$ cat config.mk
export PLATFORM = sky130hd
export DESIGN_NAME = swx_xcvr_top
export DESIGN_NICKNAME = d
export VERILOG_FILES = /design/src/rtl/swx_pkg.sv /design/src/rtl/swx_slot_timer.sv /design/src/rtl/swx_shifter.sv /design/src/rtl/swx_line_mux.sv /design/src/rtl/swx_xcvr_top.sv
export SDC_FILE = /design/constraint.sdc
export NUM_CORES = 1
export LEC_CHECK = 0
export BUFFER_PORTS_ARGS = -buffer_cell sky130_fd_sc_hd__buf_2
export CAP_MARGIN = 20
export CORE_MARGIN = 3
export CORE_UTILIZATION = 35
export DETAILED_ROUTE_END_ITERATION = 8
export GPL_TIMING_DRIVEN = 0
export HOLD_SLACK_MARGIN = 0.05
export PLACE_DENSITY = 0.61
export SKIP_LAST_GASP = 1
export SLEW_MARGIN = 25
export SYNTH_ARGS = -nofsm -noshare
export SYNTH_HDL_FRONTEND = slang
export SYNTH_SLANG_ARGS = --single-unit
$ cat constraint.sdc
create_clock -name clk -period 1.48 [get_ports clk]
set_input_delay 0.222 -clock clk [delete_from_list [all_inputs] [get_ports clk]]
set_output_delay 0.222 -clock clk [all_outputs]
set_load 0.005 [all_outputs]
$ cat src/rtl/swx_pkg.sv
package swx_pkg;

  typedef enum logic [1:0] {
    ST_IDLE  = 2'd0,
    ST_SLOT  = 2'd1,
    ST_RECOV = 2'd2
  } swx_state_e;

  // Whether the host pulls the wire low at slot offset c for data bit b.
  function automatic logic host_pulls_low(input int unsigned c, input logic b,
                                          input int unsigned start_len,
                                          input int unsigned host_end);
    return (c < start_len) || (!b && (c < host_end));
  endfunction

  // Number of cycles ready stays low for one exchange.
  function automatic int unsigned xfer_busy_cycles(input int unsigned nbits,
                                                   input int unsigned slot_len,
                                                   input int unsigned recov_len);
    return nbits * slot_len + recov_len;
  endfunction

  function automatic int unsigned max_u(input int unsigned a, input int unsigned b);
    return (a > b) ? a : b;
  endfunction

endpackage

$ cat src/rtl/swx_slot_timer.sv
module swx_slot_timer
  import swx_pkg::*;
#(
  parameter int N_BITS    = 8,
  parameter int SLOT_CYC  = 20,
  parameter int RECOV_CYC = 6,
  parameter int SAMPLE_AT = 13,
  parameter int CNT_W     = 5
) (
  input  logic             clk,
  input  logic             rst_n,
  input  logic             start,
  output swx_state_e       state,
  output logic [CNT_W-1:0] cnt,
  output logic             slot_start,
  output logic             slot_end,
  output logic             sample_now,
  output logic             xfer_done
);
  localparam int BIT_W = (N_BITS > 1) ? $clog2(N_BITS) : 1;
  localparam logic [CNT_W-1:0] SLOT_LAST  = CNT_W'(SLOT_CYC - 1);
  localparam logic [CNT_W-1:0] RECOV_LAST = CNT_W'(RECOV_CYC - 1);
  localparam logic [CNT_W-1:0] SAMP_PT    = CNT_W'(SAMPLE_AT);
  localparam logic [BIT_W-1:0] BIT_LAST   = BIT_W'(N_BITS - 1);

  logic [BIT_W-1:0] bit_idx;

  always_ff @(posedge clk or negedge rst_n) begin
    if (!rst_n) begin
      state   <= ST_IDLE;
      cnt     <= '0;
      bit_idx <= '0;
    end else begin
      unique case (state)
        ST_IDLE: begin
          if (start) begin
            state   <= ST_SLOT;
            cnt     <= '0;
            bit_idx <= '0;
          end
        end
        ST_SLOT: begin
          if (cnt == SLOT_LAST) begin
            cnt <= '0;
            if (bit_idx == BIT_LAST) state <= ST_RECOV;
            else bit_idx <= bit_idx + 1'b1;
          end else begin
            cnt <= cnt + 1'b1;
          end
        end
        ST_RECOV: begin
          if (cnt == RECOV_LAST) begin
            state <= ST_IDLE;
            cnt   <= '0;
          end else begin
            cnt <= cnt + 1'b1;
          end
        end
        default: state <= ST_IDLE;
      endcase
    end
  end

  assign slot_start = (state == ST_SLOT) && (cnt == '0);
  assign slot_end   = (state == ST_SLOT) && (cnt == SLOT_LAST);
  assign sample_now = (state == ST_SLOT) && (cnt == SAMP_PT);
  assign xfer_done  = (state == ST_RECOV) && (cnt == RECOV_LAST);

endmodule

$ cat src/rtl/swx_shifter.sv
module swx_shifter #(
  parameter int N_BITS = 8
) (
  input  logic              clk,
  input  logic              rst_n,
  input  logic              load,
  input  logic [N_BITS-1:0] load_val,
  input  logic              advance,
  input  logic              sample_now,
  input  logic              rx_bit,
  input  logic              commit,
  output logic              tx_msb,
  output logic [N_BITS-1:0] rx_data
);
  logic [N_BITS-1:0] tx_sr;
  logic [N_BITS-1:0] rx_sr;

  always_ff @(posedge clk or negedge rst_n) begin
    if (!rst_n) begin
      tx_sr <= '0;
    end else if (load) begin
      tx_sr <= load_val;
    end else if (advance) begin
      tx_sr <= {tx_sr[N_BITS-2:0], 1'b0};
    end
  end

  always_ff @(posedge clk or negedge rst_n) begin
    if (!rst_n) begin
      rx_sr <= '0;
    end else if (sample_now) begin
      rx_sr <= {rx_sr[N_BITS-2:0], rx_bit};
    end
  end

  always_ff @(posedge clk or negedge rst_n) begin
    if (!rst_n) begin
      rx_data <= '0;
    end else if (commit) begin
      rx_data <= rx_sr;
    end
  end

  assign tx_msb = tx_sr[N_BITS-1];

endmodule

$ cat src/rtl/swx_line_mux.sv
module swx_line_mux #(
  parameter int N_LINES     = 3,
  parameter int SEL_W       = 2,
  parameter int SYNC_STAGES = 2
) (
  input  logic               clk,
  input  logic               rst_n,
  input  logic [SEL_W-1:0]   sel,
  input  logic               pull,
  input  logic [N_LINES-1:0] line_in,
  output logic [N_LINES-1:0] line_pull,
  output logic               rx_bit
);
  logic [N_LINES-1:0] sync_out;

  for (genvar i = 0; i < N_LINES; i++) begin : g_line
    assign line_pull[i] = pull && (sel == SEL_W'(i));

    if (SYNC_STAGES > 1) begin : g_multi
      logic [SYNC_STAGES-1:0] chain;
      always_ff @(posedge clk or negedge rst_n) begin
        if (!rst_n) chain <= '1;
        else        chain <= {chain[SYNC_STAGES-2:0], line_in[i]};
      end
      assign sync_out[i] = chain[SYNC_STAGES-1];
    end else begin : g_single
      logic chain;
      always_ff @(posedge clk or negedge rst_n) begin
        if (!rst_n) chain <= 1'b1;
        else        chain <= line_in[i];
      end
      assign sync_out[i] = chain;
    end
  end

  always_comb begin
    rx_bit = 1'b1;
    for (int i = 0; i < N_LINES; i++) begin
      if (sel == SEL_W'(i)) rx_bit = sync_out[i];
    end
  end

endmodule

$ cat src/rtl/swx_xcvr_top.sv
module swx_xcvr_top
  import swx_pkg::*;
#(
  parameter int N_LINES      = 3,
  parameter int N_BITS       = 8,
  parameter int SLOT_CYC     = 20,
  parameter int START_CYC    = 2,
  parameter int HOST_END_CYC = 8,
  parameter int SAMPLE_AT    = 13,
  parameter int RECOV_CYC    = 6,
  parameter int SYNC_STAGES  = 2,
  localparam int SEL_W       = (N_LINES > 1) ? $clog2(N_LINES) : 1
) (
  input  logic               clk,
  input  logic               rst_n,
  input  logic               xfer_wr,
  input  logic [N_BITS-1:0]  xfer_byte,
  input  logic               sel_wr,
  input  logic [SEL_W-1:0]   sel_val,
  output logic               ready,
  output logic [N_BITS-1:0]  rx_byte,
  output logic [SEL_W-1:0]   sel_cur,
  input  logic [N_LINES-1:0] line_in,
  output logic [N_LINES-1:0] line_pull
);
  localparam int CNT_W = $clog2(max_u(SLOT_CYC, RECOV_CYC) + 1);

  swx_state_e       state;
  logic [CNT_W-1:0] cnt;
  logic             slot_start;
  logic             slot_end;
  logic             sample_now;
  logic             xfer_done;
  logic             start_xfer;
  logic             tx_msb;
  logic             rx_bit;
  logic             host_pull;
  logic             sel_ok;

  assign ready      = (state == ST_IDLE);
  assign start_xfer = xfer_wr && ready;
  assign sel_ok     = ({1'b0, sel_val} < (SEL_W + 1)'(N_LINES));

  always_ff @(posedge clk or negedge rst_n) begin
    if (!rst_n) sel_cur <= '0;
    else if (sel_wr && ready && sel_ok) sel_cur <= sel_val;
  end

  swx_slot_timer #(
    .N_BITS(N_BITS), .SLOT_CYC(SLOT_CYC), .RECOV_CYC(RECOV_CYC),
    .SAMPLE_AT(SAMPLE_AT), .CNT_W(CNT_W)
  ) u_timer (
    .clk(clk), .rst_n(rst_n), .start(start_xfer),
    .state(state), .cnt(cnt),
    .slot_start(slot_start), .slot_end(slot_end),
    .sample_now(sample_now), .xfer_done(xfer_done)
  );

  swx_shifter #(.N_BITS(N_BITS)) u_shift (
    .clk(clk), .rst_n(rst_n),
    .load(start_xfer), .load_val(xfer_byte),
    .advance(slot_end), .sample_now(sample_now), .rx_bit(rx_bit),
    .commit(xfer_done), .tx_msb(tx_msb), .rx_data(rx_byte)
  );

  assign host_pull = (state == ST_SLOT) &&
                     host_pulls_low(int'(cnt), tx_msb, START_CYC, HOST_END_CYC);

  swx_line_mux #(
    .N_LINES(N_LINES), .SEL_W(SEL_W), .SYNC_STAGES(SYNC_STAGES)
  ) u_mux (
    .clk(clk), .rst_n(rst_n), .sel(sel_cur), .pull(host_pull),
    .line_in(line_in), .line_pull(line_pull), .rx_bit(rx_bit)
  );

endmodule

==> metrics <==
num ports=31; Setup crit end=u_timer.cnt[1]$_DFFE_PN0P_; Clock power frac=37.8%; max-slew violations=0; Final period util=114%; Overall Power=2.46 mW; residual DRC count=0; Die Width=80.5 um; Critical Path End Type=flip-flop; Initial DRT Pass Iterations=6; Sw Share=23.1%; Gate power share=12.0%; placed cell area=2210 sq um; peak per-stage delay on the critical path=0.44 ns; share of cells above drive strength 1=45.2%; Post-Synthesis Cell Area=1940 sq um; Peak VDD IR=0.613 mV; largest net degree at the start of global routing=43; hold path depth=3; Final Worst Setup Slack=-0.202 ns; WS Path Type=reg2reg; Critical Path Source=u_timer.cnt[1]$_DFFE_PN0P_; RR Endpoint=u_timer.cnt[1]$_DFFE_PN0P_; failing checks=negative setup slack; CTS sink cnt=42; Critical Path Stages=6; FF+latch count, synth=42; sequential share of the synthesized area=54.4%; Tot GR Track Use=13.2%; cells on worst reg2reg path=6; Post-Synthesis Cells=170; number of port buffers=30; crit-path leading delay family=simple AND/OR/NAND/NOR gates; P_sw=0.568 mW; post-synthesis simple-gate area fraction=15.3%; Die Area=6490 sq um; die extent in y=80.5 um; complex-gate fraction of the synthesized area=9.33%; Worst setup SP type=flip-flop; vias in the first global route=1,435; Worst-Skew Late Latency=0.29 ns; Post-Place Cells=270; Overflow after GRT=0; Clock H-tree levels=2; FF-to-FF setup slack=-0.20 ns; Max clock buf depth=2; top post-synthesis cells by area=dfrtp_1 46%, dfstp_2 8.1%, mux2_1 5.2%, ha_1 5.1%, mux2i_1 4.6%; iteration-0 DRC count of the detailed router=35; vias per inst=5.01; final weighted congestion in routability-driven placement=0.763; Ant. Diodes=0; non-filler cells, final=298; Nets=252; leakage power=1.32 nW; Rel. slew slack=64.0%; routed length per instance=14.0 um; data required time of the worst path=1.70 ns; async set-or-reset flop fraction in the synthesized netlist=100%; internal power=1.90 mW; max_cap viols=0; Std-Cell Rows=26; Synth Area in XOR/XNOR=0%; vias=1,494; CORE AREA=5240 sq um; Final setup viols=26; largest family of logic cells by synthesized area=simple AND/OR/NAND/NOR gates; Final TNS setup=-2.34 ns; post-detail-place hpwl=2530 um; Yosys top cell area share=46.3%; most frequent cell after synthesis=dfrtp_1; CP arrival=1.90 ns; crit path cell chain=inv_2 -> ha_4 -> and4bb_2 -> o22a_1 -> or4_1 -> o21ai_1; average cell area after synthesis=11.4 sq um; YS warnings=0; RSZ-0062 raised after global routing=true; Critical-path top delay cell=dfrtp_2; CP bufs+invs=1; initial antenna violation count=0; CP max FO=4; CTS clk-pin slew, worst paths=0.08 ns; Synth Area in Adders=5.15%; WL final=4180 um; pin slew with the least headroom to its limit=0.540 ns; clk root buf=clkbuf_8; CTS tree=built; Final Skew=0.0128 ns; sequential share of power=50.2%; status=complete, but fails checks; Finished Cell Area=2750 sq um; Top FF cell, synth=dfrtp_1; first-pass GRT wire length=6580 um; EDFF count, synth=0; Routed Antenna Nets=0; largest area contributor in the netlist=dfrtp_1; RR Startpoint=u_timer.cnt[1]$_DFFE_PN0P_; Area Growth Syn to Fin=41.2%; Num CTS Buffers=5; Final Hold Viols=0; Synth cell types=33; PD cells=897 nW/um^2; initial cell density of the core=37.1%; hold crit path type=in2reg; post-synthesis mux area share=13.9%; fmax=0.594 GHz; Period minus WS final=1.68 ns; Post-synth top cells=36 x dfrtp_1, 19 x nor2_1, 9 x mux2_1, 9 x mux2i_1, 9 x o21ai_0; Synthesized Nets=195
[through the flow]
stage,utilization [%],setup slack [ns],hold slack [ns]
5_1_grt,52.4,-0.260,0.172
3_5_place_dp,42.1,-0.330,0.329
3_3_place_gp,42.1,-0.313,0.327
4_1_cts,49.2,-0.267,0.101
2_1_floorplan,-,-0.0827,-0.0736
6_report,52.4,-0.202,0.153
[power by group through the flow]
stage	Combinational, mW	Clock [mW]	Sequential, mW
detailed placement	0.217	0	1.26
floorplan	0.129	0	1.25
finish	0.295	0.933	1.24
global route	0.328	1.01	1.24
global placement	0.212	0	1.25
CTS	0.267	0.963	1.24
[worst min-delay path, stage by stage]
cell	delay [ns]
buf_2	0.07
nand3_1	0.06
nand2_1	0.05
[layout by cell type, fill, tap and decap left out, drive strengths merged, types with 2 or more instances in the layout]
cell type and count:
buf 49, dfrtp 36, nor2 19, mux2 16, o21ai 13, mux2i 9, clkbuf 9, nand2 9
a21oi 8, ha 8, dfstp 6, nand3 6, dlygate4sd3 4, inv 4, nand2b 4, o2bb2ai 3
nor2b 3, nor3 2, nor3b 2, and4bb 2, nand4 2, nand3b 2, o211ai 2, and3 2
[routing by layer]
metal / global-route usage [%] / routed length, um
met5: 0 / 0
met4: 3.55 / 68
met3: 3.48 / 135
met2: 22.6 / 2090
met1: 16.3 / 1890
[worst min-delay path by stage]
stage                       startpoint                                         end
after global routing      xfer_byte[0]                u_shift.tx_sr[0]$_DFFE_PN0P_
after detailed placement    line_in[2]  u_mux.g_line[2].g_multi.chain[0]$_DFF_PN1_
after global placement      line_in[1]  u_mux.g_line[1].g_multi.chain[0]$_DFF_PN1_
after CTS                        rst_n              u_shift.rx_data[6]$_DFFE_PN0P_
final                     xfer_byte[0]                u_shift.tx_sr[0]$_DFFE_PN0P_
after floorplan                  rst_n                      sel_cur[0]$_DFFE_PN0P_
[final cells by class]
class	instances	area, sq um
Fill cell	448	2490
Multi-Input combinational cell	119	1060
Sequential cell	42	1060
Timing Repair Buffer	51	353
Tap cell	70	87.6
Clock buffer	7	86.3
Buffer	4	50.0
Clock inverter	1	30.0
Inverter	4	15.0
[cells by family after synthesis]
kind of cell,count (synthesis)
AOI/OAI and AO/OA,30
adders and majority gates,8
buffers and inverters,9
DFF,42
muxes,25
and+or+nand+nor,56
[flip-flops by register name (all words and copies together), names as in the netlist]
register / count
sel_cur: 2
u_mux.g_line.g_multi.chain: 6
u_shift.rx_data: 8
u_shift.rx_sr: 8
u_shift.tx_sr: 8
u_timer.bit_idx: 3
u_timer.cnt: 5
u_timer.state: 2
[timing repair]
| item | 4_1_cts | 5_1_grt |
|---|---|---|
| buffers inserted | 9 | 7 |
| pin swaps | 6 | 10 |
| setup endpoints to repair | 37 | 37 |
| hold buffers | 3 | 1 |
| hold endpoints to repair | 3 | 16 |
| gates resized for setup | 37 | 23 |
Note: power is estimated with default switching activity, not from simulation.
